==> config.mk <==
export PLATFORM = sky130hd
export DESIGN_NAME = qbport_bank
export DESIGN_NICKNAME = d
export VERILOG_FILES = /design/src/rtl/qbp_pkg.sv /design/src/rtl/qbp_sampler.sv /design/src/rtl/qbp_latch_regs.sv /design/src/rtl/qbp_port_drive.sv /design/src/rtl/qbport_bank.sv
export SDC_FILE = /design/constraint.sdc
export NUM_CORES = 1
export LEC_CHECK = 0
export BUFFER_PORTS_ARGS = -buffer_cell sky130_fd_sc_hd__buf_2
export CORE_ASPECT_RATIO = 1.5
export CORE_MARGIN = 2
export CORE_UTILIZATION = 49
export CTS_CLUSTER_SIZE = 16
export DETAILED_ROUTE_END_ITERATION = 16
export PLACE_DENSITY = 0.8
export SLEW_MARGIN = 30
export SYNTH_ARGS = -nofsm -noshare
export SYNTH_HDL_FRONTEND = slang
export SYNTH_SLANG_ARGS = --single-unit
==> constraint.sdc <==
create_clock -name clk -period 1.6 [get_ports clk]
set_input_delay 0.32 -clock clk [delete_from_list [all_inputs] [get_ports clk]]
set_output_delay 0.32 -clock clk [all_outputs]
set_load 0.02 [all_outputs]
==> src/rtl/qbp_pkg.sv <==
package qbp_pkg;

  typedef enum logic [1:0] {
    ROLE_OPEN_DRAIN = 2'd0,
    ROLE_PULLUP     = 2'd1,
    ROLE_ADDR_HI    = 2'd2,
    ROLE_ALT        = 2'd3
  } port_role_e;

  localparam int ADDR_LO_PORT = 0;
  localparam int ADDR_HI_PORT = 2;
  localparam int ALT_PORT     = 3;

  function automatic port_role_e role_of(input int idx);
    if (idx == ADDR_LO_PORT)      return ROLE_OPEN_DRAIN;
    else if (idx == ADDR_HI_PORT) return ROLE_ADDR_HI;
    else if (idx == ALT_PORT)     return ROLE_ALT;
    else                          return ROLE_PULLUP;
  endfunction

endpackage

==> src/rtl/qbp_sampler.sv <==
module qbp_sampler #(
  parameter int W = 32
) (
  input  logic         clk,
  input  logic         rst,
  input  logic [W-1:0] pin_in,
  output logic [W-1:0] pin_smp
);

  always_ff @(posedge clk) begin
    if (rst) pin_smp <= '1;
    else     pin_smp <= pin_in;
  end

endmodule

==> src/rtl/qbp_latch_regs.sv <==
module qbp_latch_regs #(
  parameter int N_PORT = 4,
  parameter int PW     = 8,
  localparam int SELW  = $clog2(N_PORT),
  localparam int TOTW  = N_PORT * PW
) (
  input  logic            clk,
  input  logic            rst,
  input  logic            wr_en,
  input  logic [SELW-1:0] wr_sel,
  input  logic [PW-1:0]   wr_data,
  input  logic            rd_en,
  input  logic [SELW-1:0] rd_sel,
  input  logic            rd_latch,
  input  logic [TOTW-1:0] pin_smp,
  output logic [TOTW-1:0] latch_q,
  output logic [PW-1:0]   rd_data
);

  for (genvar p = 0; p < N_PORT; p++) begin : g_latch
    always_ff @(posedge clk) begin
      if (rst)
        latch_q[p*PW +: PW] <= '1;
      else if (wr_en && (int'(wr_sel) == p))
        latch_q[p*PW +: PW] <= wr_data;
    end
  end

  always_ff @(posedge clk) begin
    if (rst)
      rd_data <= '0;
    else if (rd_en)
      rd_data <= rd_latch ? latch_q[int'(rd_sel)*PW +: PW]
                          : pin_smp[int'(rd_sel)*PW +: PW];
  end

  AST_RESET_ALL_HIGH: assert property (@(posedge clk) rst |=> (latch_q == '1));

endmodule

==> src/rtl/qbp_port_drive.sv <==
module qbp_port_drive
  import qbp_pkg::*;
#(
  parameter int         PW   = 8,
  parameter port_role_e ROLE = ROLE_PULLUP
) (
  input  logic          clk,
  input  logic          rst,
  input  logic [PW-1:0] latch,
  input  logic [PW-1:0] alt,
  input  logic          bus_mode,
  input  logic          bus_drive,
  input  logic [PW-1:0] bus_byte,
  output logic [PW-1:0] pd_o,
  output logic [PW-1:0] spu_o,
  output logic [PW-1:0] wpu_o
);

  localparam logic [PW-1:0] WPU_RST = (ROLE == ROLE_OPEN_DRAIN) ? '0 : '1;

  logic [PW-1:0] val, val_q, pd_n, spu_n, wpu_n;

  always_comb begin
    case (ROLE)
      ROLE_OPEN_DRAIN, ROLE_ADDR_HI: val = bus_mode ? bus_byte : latch;
      ROLE_ALT:                      val = latch & alt;
      default:                       val = latch;
    endcase
    if (ROLE == ROLE_OPEN_DRAIN) begin
      wpu_n = '0;
      if (!bus_mode) begin
        pd_n  = ~val;
        spu_n = '0;
      end else if (bus_drive) begin
        pd_n  = ~val;
        spu_n = val;
      end else begin
        pd_n  = '0;
        spu_n = '0;
      end
    end else begin
      pd_n  = ~val;
      wpu_n = val;
      spu_n = val & ~val_q;
    end
  end

  always_ff @(posedge clk) begin
    if (rst) begin
      val_q <= '1;
      pd_o  <= '0;
      spu_o <= '0;
      wpu_o <= WPU_RST;
    end else begin
      val_q <= val;
      pd_o  <= pd_n;
      spu_o <= spu_n;
      wpu_o <= wpu_n;
    end
  end

  AST_NO_FIGHT: assert property (@(posedge clk) disable iff (rst)
    (pd_o & (spu_o | wpu_o)) == '0);

  if (ROLE == ROLE_OPEN_DRAIN) begin : g_od_chk
    AST_OD_NO_PULLUP: assert property (@(posedge clk) disable iff (rst)
      !bus_mode |=> (spu_o == '0 && wpu_o == '0));
  end else begin : g_pu_chk
    AST_SPU_ONE_CYCLE: assert property (@(posedge clk) disable iff (rst)
      (spu_o != '0) |=> ((spu_o & $past(spu_o)) == '0));
    AST_SPU_AFTER_LOW: assert property (@(posedge clk) disable iff (rst)
      (spu_o != '0) |-> ((spu_o & ~$past(pd_o)) == '0));
  end

endmodule

==> src/rtl/qbport_bank.sv <==
module qbport_bank
  import qbp_pkg::*;
#(
  parameter int N_PORT = 4,
  parameter int PW     = 8,
  localparam int SELW  = $clog2(N_PORT),
  localparam int TOTW  = N_PORT * PW,
  localparam int AW    = 2 * PW
) (
  input  logic            clk,
  input  logic            rst,
  input  logic            wr_en,
  input  logic [SELW-1:0] wr_sel,
  input  logic [PW-1:0]   wr_data,
  input  logic            rd_en,
  input  logic [SELW-1:0] rd_sel,
  input  logic            rd_latch,
  output logic [PW-1:0]   rd_data,
  input  logic [TOTW-1:0] pin_in,
  input  logic [PW-1:0]   alt_out,
  output logic [PW-1:0]   alt_in,
  input  logic            ext_mode,
  input  logic [AW-1:0]   ext_addr,
  input  logic            ext_addr_phase,
  input  logic            ext_data_oe,
  input  logic [PW-1:0]   ext_wdata,
  output logic [PW-1:0]   ext_rdata,
  output logic [TOTW-1:0] pd_en,
  output logic [TOTW-1:0] spu_en,
  output logic [TOTW-1:0] wpu_en
);

  logic [TOTW-1:0] pin_smp, latch_q;
  logic [PW-1:0]   lo_byte;
  logic            lo_drive;

  assign lo_byte  = ext_addr_phase ? ext_addr[PW-1:0] : ext_wdata;
  assign lo_drive = ext_addr_phase | ext_data_oe;

  qbp_sampler #(.W(TOTW)) u_smp (
    .clk(clk), .rst(rst), .pin_in(pin_in), .pin_smp(pin_smp)
  );

  qbp_latch_regs #(.N_PORT(N_PORT), .PW(PW)) u_regs (
    .clk(clk), .rst(rst),
    .wr_en(wr_en), .wr_sel(wr_sel), .wr_data(wr_data),
    .rd_en(rd_en), .rd_sel(rd_sel), .rd_latch(rd_latch),
    .pin_smp(pin_smp), .latch_q(latch_q), .rd_data(rd_data)
  );

  for (genvar p = 0; p < N_PORT; p++) begin : g_port
    localparam port_role_e PR = role_of(p);
    qbp_port_drive #(.PW(PW), .ROLE(PR)) u_drv (
      .clk(clk), .rst(rst),
      .latch(latch_q[p*PW +: PW]),
      .alt(alt_out),
      .bus_mode(ext_mode),
      .bus_drive(lo_drive),
      .bus_byte((PR == ROLE_OPEN_DRAIN) ? lo_byte : ext_addr[AW-1:PW]),
      .pd_o(pd_en[p*PW +: PW]),
      .spu_o(spu_en[p*PW +: PW]),
      .wpu_o(wpu_en[p*PW +: PW])
    );
  end

  assign ext_rdata = pin_smp[ADDR_LO_PORT*PW +: PW];
  assign alt_in    = pin_smp[ALT_PORT*PW +: PW];

endmodule

Word-level counts from Yosys, hierarchy flattened --
Index checks and enable logic that the tools add are counted.
Word-level totals: bits in registers 160
Cells by class: multiplexer cells 6, equal/unequal tests 3, reductions and logical operators 6, bitwise operators 14, shift-type cells 2
Operators by type and width (count):
- $shiftx A32 B6 Y8 | 2
- $not A8 Y8 | 7
- $mux W8 | 6
- $and A8 B8 Y8 | 4
- $eq A2 B2 Y1 const B | 2
- $logic_and A1 B1 Y1 | 4
- $reduce_or A3 Y1 | 1
- $eq A2 B1 Y1 const B | 1
- $logic_not A2 Y1 | 1
- $not A1 Y1 | 2
- $or A1 B1 Y1 | 1

Depth between registers and ports, before layout --
Gate-level depths: netlist of run 1.
depth after elaboration 5, mapped depth 6, mapped depth without buffers 4

Hierarchy --
From an unflattened synthesis of run 1, not the netlist that was laid out.
Second synthesis, totals: cell total of the unflattened synthesis 509, area total of the unflattened synthesis 5763.0 um2
By module, submodules not included:
- qbp_latch_regs | cells each 219, sequential area each 800.8 um2, times used 1, area each 2039.5 um2
- qbp_sampler | cells each 67, sequential area each 640.6 um2, times used 1, area each 874.6 um2
- qbp_port_drive at g_port[3].u_drv | cells each 50, sequential area each 480.5 um2, times used 1, area each 742.0 um2
- qbp_port_drive at g_port[2].u_drv | cells each 59, sequential area each 480.5 um2, times used 1, area each 730.7 um2
- qbp_port_drive at g_port[1].u_drv | cells each 50, sequential area each 480.5 um2, times used 1, area each 649.4 um2
- qbp_port_drive at g_port[0].u_drv | cells each 54, sequential area each 320.3 um2, times used 1, area each 589.3 um2
- qbport_bank | cells each 10, sequential area each 0.0 um2, times used 1, area each 137.6 um2

Worst setup path before layout of run 1 --
Ideal clock, no wire load.
kind input-to-reg, start point input ext_addr_phase, end point register g_port[0].u_drv.pd_o[0], stages on the path 4, setup slack 0.138 ns, library setup time 0.133 ns, required time 1.467 ns, arrival 1.330 ns, cells stage by stage clkbuf_1 -> o211ai_1 -> clkbuf_1 -> o22ai_1
On the way: word-level cells in the longest chain between the ends 5, elaborated cells between the ends (all ways) 6, those cells by class 4 x mux; 2 x bitwise
RTL lines:
- from (decl) | RTL line qbport_bank.sv:24 | input logic ext_addr_phase,
- $mux W8 | RTL line qbport_bank.sv:37 | assign lo_byte = ext_addr_phase ? ext_addr[PW-1:0] : ext_wdata;
- $mux W8 | RTL line qbp_port_drive.sv:25 | ROLE_OPEN_DRAIN, ROLE_ADDR_HI: val = bus_mode ? bus_byte : latch;
- $not A8 Y8 | RTL line qbp_port_drive.sv:32, qbp_port_drive.sv:35
- $mux W8 | RTL line qbp_port_drive.sv:34 | end else if (bus_drive) begin
- $mux W8 * | RTL line qbp_port_drive.sv:31 | if (!bus_mode) begin
- to (signal assigned) | RTL line qbp_port_drive.sv:56 | pd_o <= pd_n;
- to (decl) | RTL line qbp_port_drive.sv:14 | output logic [PW-1:0] pd_o,
Mark *: on every way between the ends. The rest lies on a longest branch, timed or not. A chain may end at the register's enable or synchronous reset.

Final worst setup path of run 1 --
start point register u_smp.pin_smp[2], end point output ext_rdata[2]
RTL lines:
- from (decl) | RTL line qbp_sampler.sv:7 | output logic [W-1:0] pin_smp
- from (signal assigned) | RTL line qbp_sampler.sv:12 | else pin_smp <= pin_in;
- to (decl) | RTL line qbport_bank.sv:27 | output logic [PW-1:0] ext_rdata,
No word-level cell between the ends.

==> results of run 1 <==
==> cells in the mapped netlist, drive strengths merged (3+ instances only) <==
| master | n |
|---|---|
| clkbuf | 20 |
| mux2 | 24 |
| nand2 | 74 |
| inv | 25 |
| nor2 | 18 |
| dfxtp | 160 |
| buf | 32 |
| nor3 | 16 |
| a221o | 5 |
| nand3 | 25 |
| a22oi | 3 |
| a21oi | 8 |
| nor2b | 9 |
| nor3b | 9 |
| o22ai | 13 |
| o221ai | 3 |
| or2 | 34 |
| a211oi | 8 |
| mux2i | 32 |
==> flip-flops by register name, summed over array words and instances, names as in the netlist <==
signal              flops
u_regs.latch_q         32
g_port.u_drv.wpu_o     24
g_port.u_drv.pd_o      32
u_regs.rd_data          8
u_smp.pin_smp          32
g_port.u_drv.spu_o     32
==> cell families (layout without fill, tap and decap cells) <==
group	after synthesis	after routing	synth area share [%]
buffers and inverters	77	260	7.76
other	1	8	0.0688
DFF	160	160	58.8
muxes	56	56	10.8
and+or+nand+nor	189	189	16.8
AOI/OAI and AO/OA	41	41	5.74
==> power breakdown <==
group          total, uW  internal [uW]  leakage [uW]  switching, uW
Clock               4250           2630      0.000301           1620
Combinational        902            372       0.00172            530
Sequential          4310           4180       0.00132            125
==> metal layers <==
metal / global-route usage, % / part of all wire, % / up-vias
met1: 23.6 / 36 / 1978
met4: 11.5 / 3.7 / 0
met5: 0 / 0 / -
li1: - / - / 2065
met3: 5.66 / 6.0 / 36
met2: 43.7 / 54 / 176
==> layout make-up <==
cell class,instances,area (um2)
fillers,934,3920
flip-flops and latches,160,3200
multi-input cells,294,1850
repair buffers,203,1060
clock buffers,17,425
clock inverters,15,205
well taps,147,184
inverters,25,93.8
==> cell usage in the layout, fill, tap and decap left out, types with 5 or more instances in the layout <==
cell	count
sky130_fd_sc_hd__nor2_1	18
sky130_fd_sc_hd__clkbuf_16	17
sky130_fd_sc_hd__nor3_1	16
sky130_fd_sc_hd__buf_2	195
sky130_fd_sc_hd__or2_2	34
sky130_fd_sc_hd__a221o_1	5
sky130_fd_sc_hd__inv_1	25
sky130_fd_sc_hd__conb_1	8
sky130_fd_sc_hd__o22ai_1	13
sky130_fd_sc_hd__a21oi_1	8
sky130_fd_sc_hd__inv_6	5
sky130_fd_sc_hd__buf_4	6
sky130_fd_sc_hd__dfxtp_1	160
sky130_fd_sc_hd__nand2_1	74
sky130_fd_sc_hd__nor3b_1	9
sky130_fd_sc_hd__mux2i_1	32
sky130_fd_sc_hd__nor2b_1	9
sky130_fd_sc_hd__a211oi_2	5
sky130_fd_sc_hd__nand3_1	25
sky130_fd_sc_hd__mux2_2	24
==> worst paths after layout <==
path | startpoint | to | slack, ps | depth (start not counted)
max | u_smp.pin_smp[2]$_SDFF_PP1_ | ext_rdata[2] | 260 | 1
min | pin_in[12] | u_smp.pin_smp[12]$_SDFF_PP1_ | 80 | 2
max reg2reg | u_regs.latch_q[17]$_SDFFE_PP1P_ | u_regs.rd_data[1]$_SDFFE_PP0P_ | 310 | 4
min reg2reg | g_port[1].u_drv.wpu_o[6]$_SDFF_PP1_ | g_port[1].u_drv.spu_o[6]$_SDFF_PP0_ | 410 | 1
==> metrics by stage <==
stage / util, % / instances / cell area [um2] / power (uW) / hold slack [ps]
6_report: 64.2 / 861 / 7020 / 9460 / 82.5
5_1_grt: 64.2 / 861 / 7020 / 9750 / 75.7
4_1_cts: 64.2 / 861 / 7020 / 9510 / 75.8
3_5_place_dp: 58.4 / 829 / 6390 / 5290 / 403
3_3_place_gp: 58.4 / 829 / 6390 / 5260 / 399
2_1_floorplan: - / 531 / 5480 / 4960 / 423
==> flow_results.org, run 1 <==
** Route
- Number of detailed-routing iterations run before antenna repair :: 4
- Via count normalized by instance count :: 4.94
- Number of vias in the routed layout :: 4,255
- In this run the remaining antenna-violating nets after routing total 0.
- For this block, the initial DRC count from the detailed router was 163.
- Routed length per instance :: 16.4 um
- Total wirelength of the detailed-routed design :: 14,100 um
- In the routed design, unresolved DRC markers number 0.

** Clock network
- The tree is rooted in a sky130_fd_sc_hd__clkbuf_16.
- Hold buffer count at CTS :: 0
- Number of buffers created by CTS :: 17
- TritonCTS built the clock tree.
- The clock reaches the later pin of the worst-skew pair after 410 ps.
- Maximum count of clock buffers along a single path :: 2
- In this run, post-CTS repair resized a total of 0 instances.
- H-Tree Level Count :: 4
- After clock tree synthesis, the clock-pin slew on the worst setup and hold paths is 60 ps.
- Once the clock tree was built, the setup fixing pass inserted 0 buffers.
- Number of clock sinks :: 160

** Critical path
- The worst setup path is launched from a register.
- Delay contributed by the slowest stage of the critical path :: 410 ps
- At the worst endpoint, the arrival time is 1020 ps.
- Required time of the critical path :: 1280 ps
- The critical path in this run is classified as register to primary output.
- The slowest stage of the critical path is the sky130_fd_sc_hd__dfxtp_1 cell.
- Buffers and inverters on the worst path :: 1
- Endpoint kind of the worst setup timing path :: primary output
- Traced cell by cell, the critical path runs through buf_2.
- On the critical path the largest part of the delay comes from flip-flops.
- Of all nets on the critical path, the largest fanout is 2.

** Hold path
- The path class of the tightest hold or removal check is primary input to register.

** STA
- Transition time at the pin with the least slew margin :: 602 ps
- Max-slew headroom at the worst pin :: 59.8%
- For the final routed database, the setup TNS stands at 0 ps.
- Hold Violations, Final :: 0
- Counting I/O delays and the setup requirement, the final critical path takes 1340 ps.
- RSZ-0062 raised after global routing :: false
- The final number of max-transition violations is 0.
- Post-layout worst setup margin :: 262 ps
- Final-report setup violation count :: 0
- Final clock skew :: 9.72 ps
- Timing would allow up to 0.748 GHz.
- Final cycle utilization of the critical path :: 83.6%

** Yosys
- After synthesis the cells add up to 5450 um2.
- Synth warn :: 0
- Yosys mapped the design onto 31 distinct sky130hd cell types.
- Synthesis produced a netlist whose cell count is 524.
- Count of flip-flops with a built-in enable after synthesis :: 0
- Sequential fraction of the synthesis area :: 58.8%
- Cells taking the most area after synthesis :: sky130_fd_sc_hd__dfxtp_1 59%, sky130_fd_sc_hd__mux2i_1 5.9%, sky130_fd_sc_hd__nand2_1 5.1%, sky130_fd_sc_hd__mux2_2 5.0%, sky130_fd_sc_hd__or2_2 3.9%
- Area share of the largest cell type after synthesis :: 58.8%
- Synthesis inferred 160 register bits.
- For this run, the leading register cell type out of synthesis is sky130_fd_sc_hd__dfxtp_1.
- Share of async-settable or async-resettable flops after synthesis :: 0%
- After synthesis, the mean cell area works out to 10.4 um2.
- sky130_fd_sc_hd__dfxtp_1 takes more of the synthesized area than any other cell.

** Finish
- Of the cells placed in the final design, the portion with a size suffix greater than 1 is 41.7%.
- Number of nets at the end of the flow :: 785
- Signed area change from the synthesized netlist to the final layout :: 28.9%
- Count of antenna diodes in the layout :: 0

** Pwr
- Standby leakage power :: 0.00335 uW
- VDD sags by at most 0.000837 V.
- Total power divided by cell area :: 1350 nW/um2

** Floorplanning
- In this run the core area contains 47 standard-cell rows.
- Die footprint :: 12,000 um2
- Initial Util :: 49.8%
- Width of the die :: 90.1 um
- Die height :: 133 um
- I/O pin count :: 204
- The region available for standard cell placement spans 10,900 um2.

** Placed design
- The wire-length estimate of the detail-placed layout is 10,700 um.
- Worst setup slack before clock tree synthesis :: 76.6 ps
- Final GP Congestion :: 0.835
- Input and output buffers added on the ports amount to 195.

** Global route
- Sum of overflow across all layers after global routing :: 0
- Number of antenna violations at the first check in global routing :: 0
- Largest net degree at the start of global routing :: 47
- The first global-routing pass estimated 21,600 um of wire.
- Number of global-route vias before repair :: 4,264
- Global router's overall resource usage :: 23.2%

** Status
- The flow ran to the end, and the final reports show no timing, DRC or antenna violations.

** Flow run
- Across the run, the number of max-cap violations was 0.
Power figures use the tool's default switching activity.
==> inputs of run 2 (changes only) <==
clock period = 1.4 ns   (was 1.6 ns; I/O delays follow)
==> flow_results.org, run 2 (synthesized netlist as in run 1, its figures left out) <==
** Critical path
- In this design, the stage delay of the slowest critical-path cell is 420 ps.
- Type of origin of the critical path :: register
- In this run the worst path has a maximum fanout of 2.
- Critical path cell sequence :: buf_2
- The worst setup path is captured at a primary output.
- Required time of the critical path :: 1120 ps
- The number of buffers and inverters on the critical path is 1.
- The largest individual stage delay along the critical path comes from the cell sky130_fd_sc_hd__dfxtp_1.
- Among cell families on the critical path, the largest total delay comes from flip-flops.
- The critical path in this run is classified as register to primary output.
- At the worst endpoint, the arrival time is 1030 ps.
- R2r setup slk :: 130 ps

** Clock network
- Number of clock sinks :: 160
- Buffers added to address setup during post-CTS repair amount to 0.
- Post-cts gate resize count :: 0
- For this design, the CTS-stage hold fixing added 0 buffers.
- Counting along the longest clock path gives a buffer depth of 2.
- For the worst-skew pair, the clock arrives at the later sink with an insertion delay of 410 ps.
- Clock root buffer master :: sky130_fd_sc_hd__clkbuf_16
- TritonCTS built the clock tree.
- Post-CTS clock slew at the launch and capture registers of the worst setup and hold paths :: 60 ps
- In this run, CTS created clock tree buffers numbering 17.
- CTS built an H-tree with a depth of 4.

** Placed design
- Once placement finished, the instance area stood at 6490 um2.
- Final GP Congestion :: 0.939
- DPL Wire Length :: 11,000 um
- Port buffering added 195 buffers.

** Global route
- Largest net degree at the start of global routing :: 44
- Number of global-route vias before repair :: 4,346
- Number of antenna violations at the first check in global routing :: 0
- Global router's overall resource usage :: 24.0%
- The first global-routing pass estimated 22,100 um of wire.
- For this run the aggregate overflow at the end of global routing stands at 0.

** Pwr
- The internal portion of the total power is 8080 uW.
- Portion of total power attributed to combinational logic :: 10.1%
- Total power divided by cell area :: 1490 nW/um2
- Switching power share of the total :: 23.6%
- Overall power consumption after layout is estimated at 10,600 uW.
- In this run the power spent charging and discharging nets is 2490 uW.
- Per report_power, the sequential group accounts for 46.5% of the total.
- Standby leakage power :: 0.00336 uW
- IR analysis of the VDD net gives a maximum drop of 0.000928 V.
- Clock group share of total power :: 43.3%

** Finish
- The net count of the finished layout is 793.
- Share of layout cells above drive strength 1 :: 41.7%
- In the layout the commonest cells are 195 x sky130_fd_sc_hd__buf_2, 160 x sky130_fd_sc_hd__dfxtp_1, 74 x sky130_fd_sc_hd__nand2_1.
- Count of antenna diodes in the layout :: 0
- After filler insertion, the fill cell instance count of the layout stands at 928.
- Final core utilization :: 64.7%
- The library cell used most frequently in the layout, excluding fill and tap cells, is sky130_fd_sc_hd__buf_2.
- Cell area after layout :: 7080 um2
- The area growth from synthesis to layout is 29.9%.

** Route
- Post-detailed-route count of antenna-violating nets :: 0
- Violation count after the first detailed-routing iteration :: 218
- Dividing the detail-routed wire length by the instance count gives 16.5 um.
- Via count normalized by instance count :: 4.93
- Number of detailed-routing iterations run before antenna repair :: 4
- For this run, design rule violations remaining after detail routing come to 0.
- The final layout contains routed wiring with a total length of 14,300 um.
- Number of vias in the routed layout :: 4,282

** STA
- The clock arrives with 6.42 ps of skew.
- Measured against its own limit, the worst slew margin works out to 59.6%.
- Hold Violations, Final :: 0
- Smallest hold slack :: 45.5 ps
- Subtracting the final worst setup slack from the clock period gives 1310 ps.
- Final cycle utilization of the critical path :: 93.6%
- RSZ-0062 raised after global routing :: false
- F_max :: 0.763 GHz
- Setup violations remaining at the end of the flow were counted as 0.
- Transition time at the pin with the least slew margin :: 604 ps
- The final number of max-transition violations is 0.

** Floorplanning
- Die height :: 133 um
- The floorplan has 47 rows.
- I/O pin count :: 204
- In this run the standard cell core region covers 10,900 um2.
- From left edge to right edge, the die measures 90.1 um.
- The floorplan step defined a die boundary enclosing 12,000 um2.
- Initial Util :: 49.8%

** Flow run
- Max-cap viol count :: 0

** Status
- Run status :: finished, final reports clean

** Hold path
- The worst hold path belongs to the class primary input to register.
## run 2: cell types whose count changed in the layout (fill, tap and decap cells not counted)
cell,before,now
sky130_fd_sc_hd__clkbuf_1,0,4
sky130_fd_sc_hd__clkinv_2,2,1
sky130_fd_sc_hd__clkinv_4,1,0
sky130_fd_sc_hd__bufinv_16,4,3
sky130_fd_sc_hd__clkinvlp_4,3,4
sky130_fd_sc_hd__clkbuf_8,0,1
sky130_fd_sc_hd__buf_4,6,11
sky130_fd_sc_hd__inv_6,5,1
sky130_fd_sc_hd__buf_12,2,5
## run 2: stage by stage
| step | worst slack [ps] | TNS [ps] | cells |
|---|---|---|---|
| 2_1_floorplan | 61.6 | 0 | 531 |
| 3_3_place_gp | -51.1 | -273 | 837 |
| 3_5_place_dp | -112 | -581 | 837 |
| 4_1_cts | 62.3 | 0 | 868 |
| 5_1_grt | 34.8 | 0 | 868 |
| 6_report | 89.3 | 0 | 868 |
## run 2: metal layers
layer | GRT usage [%] | routed length, um | vias up
met5 | 0 | 0 | -
met4 | 16.7 | 685 | 0
met3 | 6.05 | 787 | 38
met2 | 43.0 | 7740 | 165
met1 | 24.4 | 5070 | 2000
li1 | - | - | 2079
## run 2: path summary, 6_finish.rpt
kind / from / to / depth (start not counted)
max reg2reg: u_regs.latch_q[20]$_SDFFE_PP1P_ / u_regs.rd_data[4]$_SDFFE_PP0P_ / 4
min reg2reg: g_port[3].u_drv.wpu_o[6]$_SDFF_PP1_ / g_port[3].u_drv.spu_o[6]$_SDFF_PP0_ / 1
min: pin_in[9] / u_smp.pin_smp[9]$_SDFF_PP1_ / 2
max: u_smp.pin_smp[4]$_SDFF_PP1_ / ext_rdata[4] / 1
## run 2: power by group through the flow
stage               clock network, uW  registers (uW)  logic (uW)
detailed placement                  0            5020        1070
global placement                    0            5010        1040
finish                           4580            4920        1070
floorplan                           0            5130         541
global route                     4840            4930        1160
CTS                              4640            4920        1070
## run 2: final cells by class
class,instances,area (um2),area share [%]
flip-flops and latches,160,3200,45.3
clock buffers,22,454,6.42
inverters,25,93.8,1.33
repair buffers,211,1160,16.4
well taps,147,184,2.60
clock inverters,9,134,1.89
multi-input cells,294,1850,26.1
==> inputs of run 3 (changes only) <==
RECOVER_POWER = 25   (was default)
==> flow_results.org, run 3 (synthesized netlist as in run 1, its figures left out) <==
** Floorplanning
- Pin placement for this block handled 204 I/O pins.
- In this run the core area contains 47 standard-cell rows.
- The floorplan step set the die width to 90.1 um.
- Die footprint :: 12,000 um2
- Die height :: 133 um
- The core region is 10,900 um2.
- Initial Util :: 49.8%

** STA
- Final-report setup violation count :: 0
- For the finished layout, the period the worst path requires is 1310 ps.
- Smallest hold slack :: 45.8 ps
- Final clock skew :: 6.43 ps
- The final-report hold violation count was 0.
- The worst pin sits at a relative slew slack of 45.0%.
- Setup repair after global routing left no endpoint under its margin.
- Number of slew-limit violations in the final report :: 0
- For the final routed database, the setup TNS stands at 0 ps.
- Transition time at the pin with the least slew margin :: 825 ps
- Final cycle utilization of the critical path :: 93.6%
- Derived from the worst setup path, the maximum achievable clock frequency is 0.763 GHz.

** Global route
- The first global-routing pass estimated 22,100 um of wire.
- Number of global-route vias before repair :: 4,346
- Global router's overall resource usage :: 24.0%
- Sum of overflow across all layers after global routing :: 0
- The number of antenna violations at the first check in global routing is 0.
- Entering global routing, the biggest net connects 44 pins.

** Finish
- The library cell used most frequently in the layout, excluding fill and tap cells, is sky130_fd_sc_hd__buf_2.
- Signed area change from the synthesized netlist to the final layout :: 29.3%
- In the layout the commonest cells are 193 x sky130_fd_sc_hd__buf_2, 160 x sky130_fd_sc_hd__dfxtp_1, 74 x sky130_fd_sc_hd__nand2_1.
- Of the cells placed in the final design, the portion with a size suffix greater than 1 is 41.5%.
- Filler-free cell count of the finished design :: 868
- Measured on the finished design, the core utilization comes to 64.4%.
- Count of antenna diodes in the layout :: 0
- After the last flow step, the layout net total stands at 793.

** Clock network
- Post-cts gate resize count :: 0
- Clock tree synthesis inserted a total of 17 buffers.
- CTS tree :: done
- Clock-pin slew was measured on the worst setup and hold paths at 60 ps.
- The clock passes through at most 2 buffers.
- Buffers added to address setup during post-CTS repair amount to 0.
- Hold buffer count at CTS :: 0
- Clock latency on the worst-skew pair :: 410 ps
- Clock tree synthesis found a total of 160 sinks.
- H-Tree Level Count :: 4
- Clock root buffer master :: sky130_fd_sc_hd__clkbuf_16

** Critical path
- STA classifies the critical path startpoint as a register.
- R2R Path End :: u_regs.rd_data[4]$_SDFFE_PP0P_
- Endpoint kind of the worst setup timing path :: primary output
- The signal on the critical path passes through buf_2.
- Highest net fanout along the worst path :: 2
- Tracing the worst setup path back leads to its startpoint at u_smp.pin_smp[4]$_SDFF_PP1_.
- Data on the critical path is required at its endpoint by 1120 ps.
- The critical path is of the register to primary output type.
- The worst register-to-register path has a setup slack of 120 ps.
- Count of cells along the worst register-to-register path :: 4
- Together, buffers and inverters on the worst path number 1.
- On the critical path the largest part of the delay comes from flip-flops.
- Critical register-to-register path startpoint :: u_regs.latch_q[20]$_SDFFE_PP1P_
- At the worst endpoint, the arrival time is 1030 ps.
- In this run the number of cells on the critical path is 1.
- The largest single stage delay on the critical path is 420 ps.
- The most critical setup path has its endpoint at ext_rdata[4].
- Cell with the largest stage delay on the worst path :: sky130_fd_sc_hd__dfxtp_1

** Pwr
- Power after layout :: 10,600 uW
- Total power divided by cell area :: 1500 nW/um2
- Summed over all cells, the static leakage comes to 0.00335 uW.
- IR analysis of the VDD net gives a maximum drop of 0.000928 V.

** Status
- Run status :: finished, final reports clean

** Route
- After the first detailed-routing iteration, the DRC count stood at 212.
- Post-detailed-route count of antenna-violating nets :: 0
- In the final routed layout, each cell accounts on average for 16.5 um.
- Summing over every cut layer, the via total after detailed routing is 4,280.
- After detailed routing, the number of remaining DRC violations is 0.
- Number of detailed-routing iterations run before antenna repair :: 4
- Total wirelength of the detailed-routed design :: 14,300 um
- After detailed routing, the number of vias per cell comes to 4.93.

** Hold path
- Hold/Removal Path Class :: primary input to register

** Placed design
- Detailed placement finished with a half-perimeter wire length of 11,000 um.
- Buffers added on ports :: 195
- At the end of routability-driven placement, the weighted congestion stood at 0.939.
- Total placed cells including tap cells :: 837

** Flow run
- Max-cap violations in this run came to 0.
run 3: cell types whose count changed in the layout (fill, tap and decap cells not counted), sizes merged:
cell    change
buf         -4
clkbuf      +4
run 3: metrics by stage:
stage          cell area [um2]  worst slack, ps
2_1_floorplan             5480             61.6
3_3_place_gp              6490            -51.1
3_5_place_dp              6490             -112
4_1_cts                   7080             62.3
5_1_grt                   7040             23.0
6_report                  7040             89.1
run 3: final cells by class:
| cell class | count | area, um2 |
|---|---|---|
| Clock buffer | 22 | 454 |
| Tap cell | 147 | 184 |
| Sequential cell | 160 | 3200 |
| Inverter | 25 | 93.8 |
| Fill cell | 933 | 3890 |
| Clock inverter | 9 | 134 |
| Timing Repair Buffer | 211 | 1130 |
| Multi-Input combinational cell | 294 | 1850 |
run 3: routing by layer:
layer  up-vias  share of wire, %  GRT usage, %
met5         -                 0             0
met4         0               4.8          16.7
li1       2079                 -             -
met1      1989                35          24.4
met3        38               5.9          6.05
met2       174                54          43.0
run 3: where the power goes:
part	internal, uW	total (uW)	switching (uW)
Sequential	4780	4920	137
Clock	2840	4580	1740
Combinational	440	1060	619
Total	8070	10600	2490
run 3: worst reg2reg max path, cell delays in order (launching register included):
cell and delay, ps:
sky130_fd_sc_hd__dfxtp_1 390, sky130_fd_sc_hd__mux2_2 180, sky130_fd_sc_hd__o22ai_1 80, sky130_fd_sc_hd__a221o_1 290
sky130_fd_sc_hd__a211oi_2 240
run 3: how the worst min path moves through the flow:
stage,startpoint,end,slack [ps],cells after the start
floorplan,pin_in[0],u_smp.pin_smp[0]$_SDFF_PP1_,380,1
global placement,g_port[3].u_drv.wpu_o[7]$_SDFF_PP1_,g_port[3].u_drv.spu_o[7]$_SDFF_PP0_,400,1
detailed placement,g_port[3].u_drv.wpu_o[6]$_SDFF_PP1_,g_port[3].u_drv.spu_o[6]$_SDFF_PP0_,400,1
CTS,pin_in[9],u_smp.pin_smp[9]$_SDFF_PP1_,30,2
global route,pin_in[26],u_smp.pin_smp[26]$_SDFF_PP1_,30,2
finish,pin_in[9],u_smp.pin_smp[9]$_SDFF_PP1_,50,2
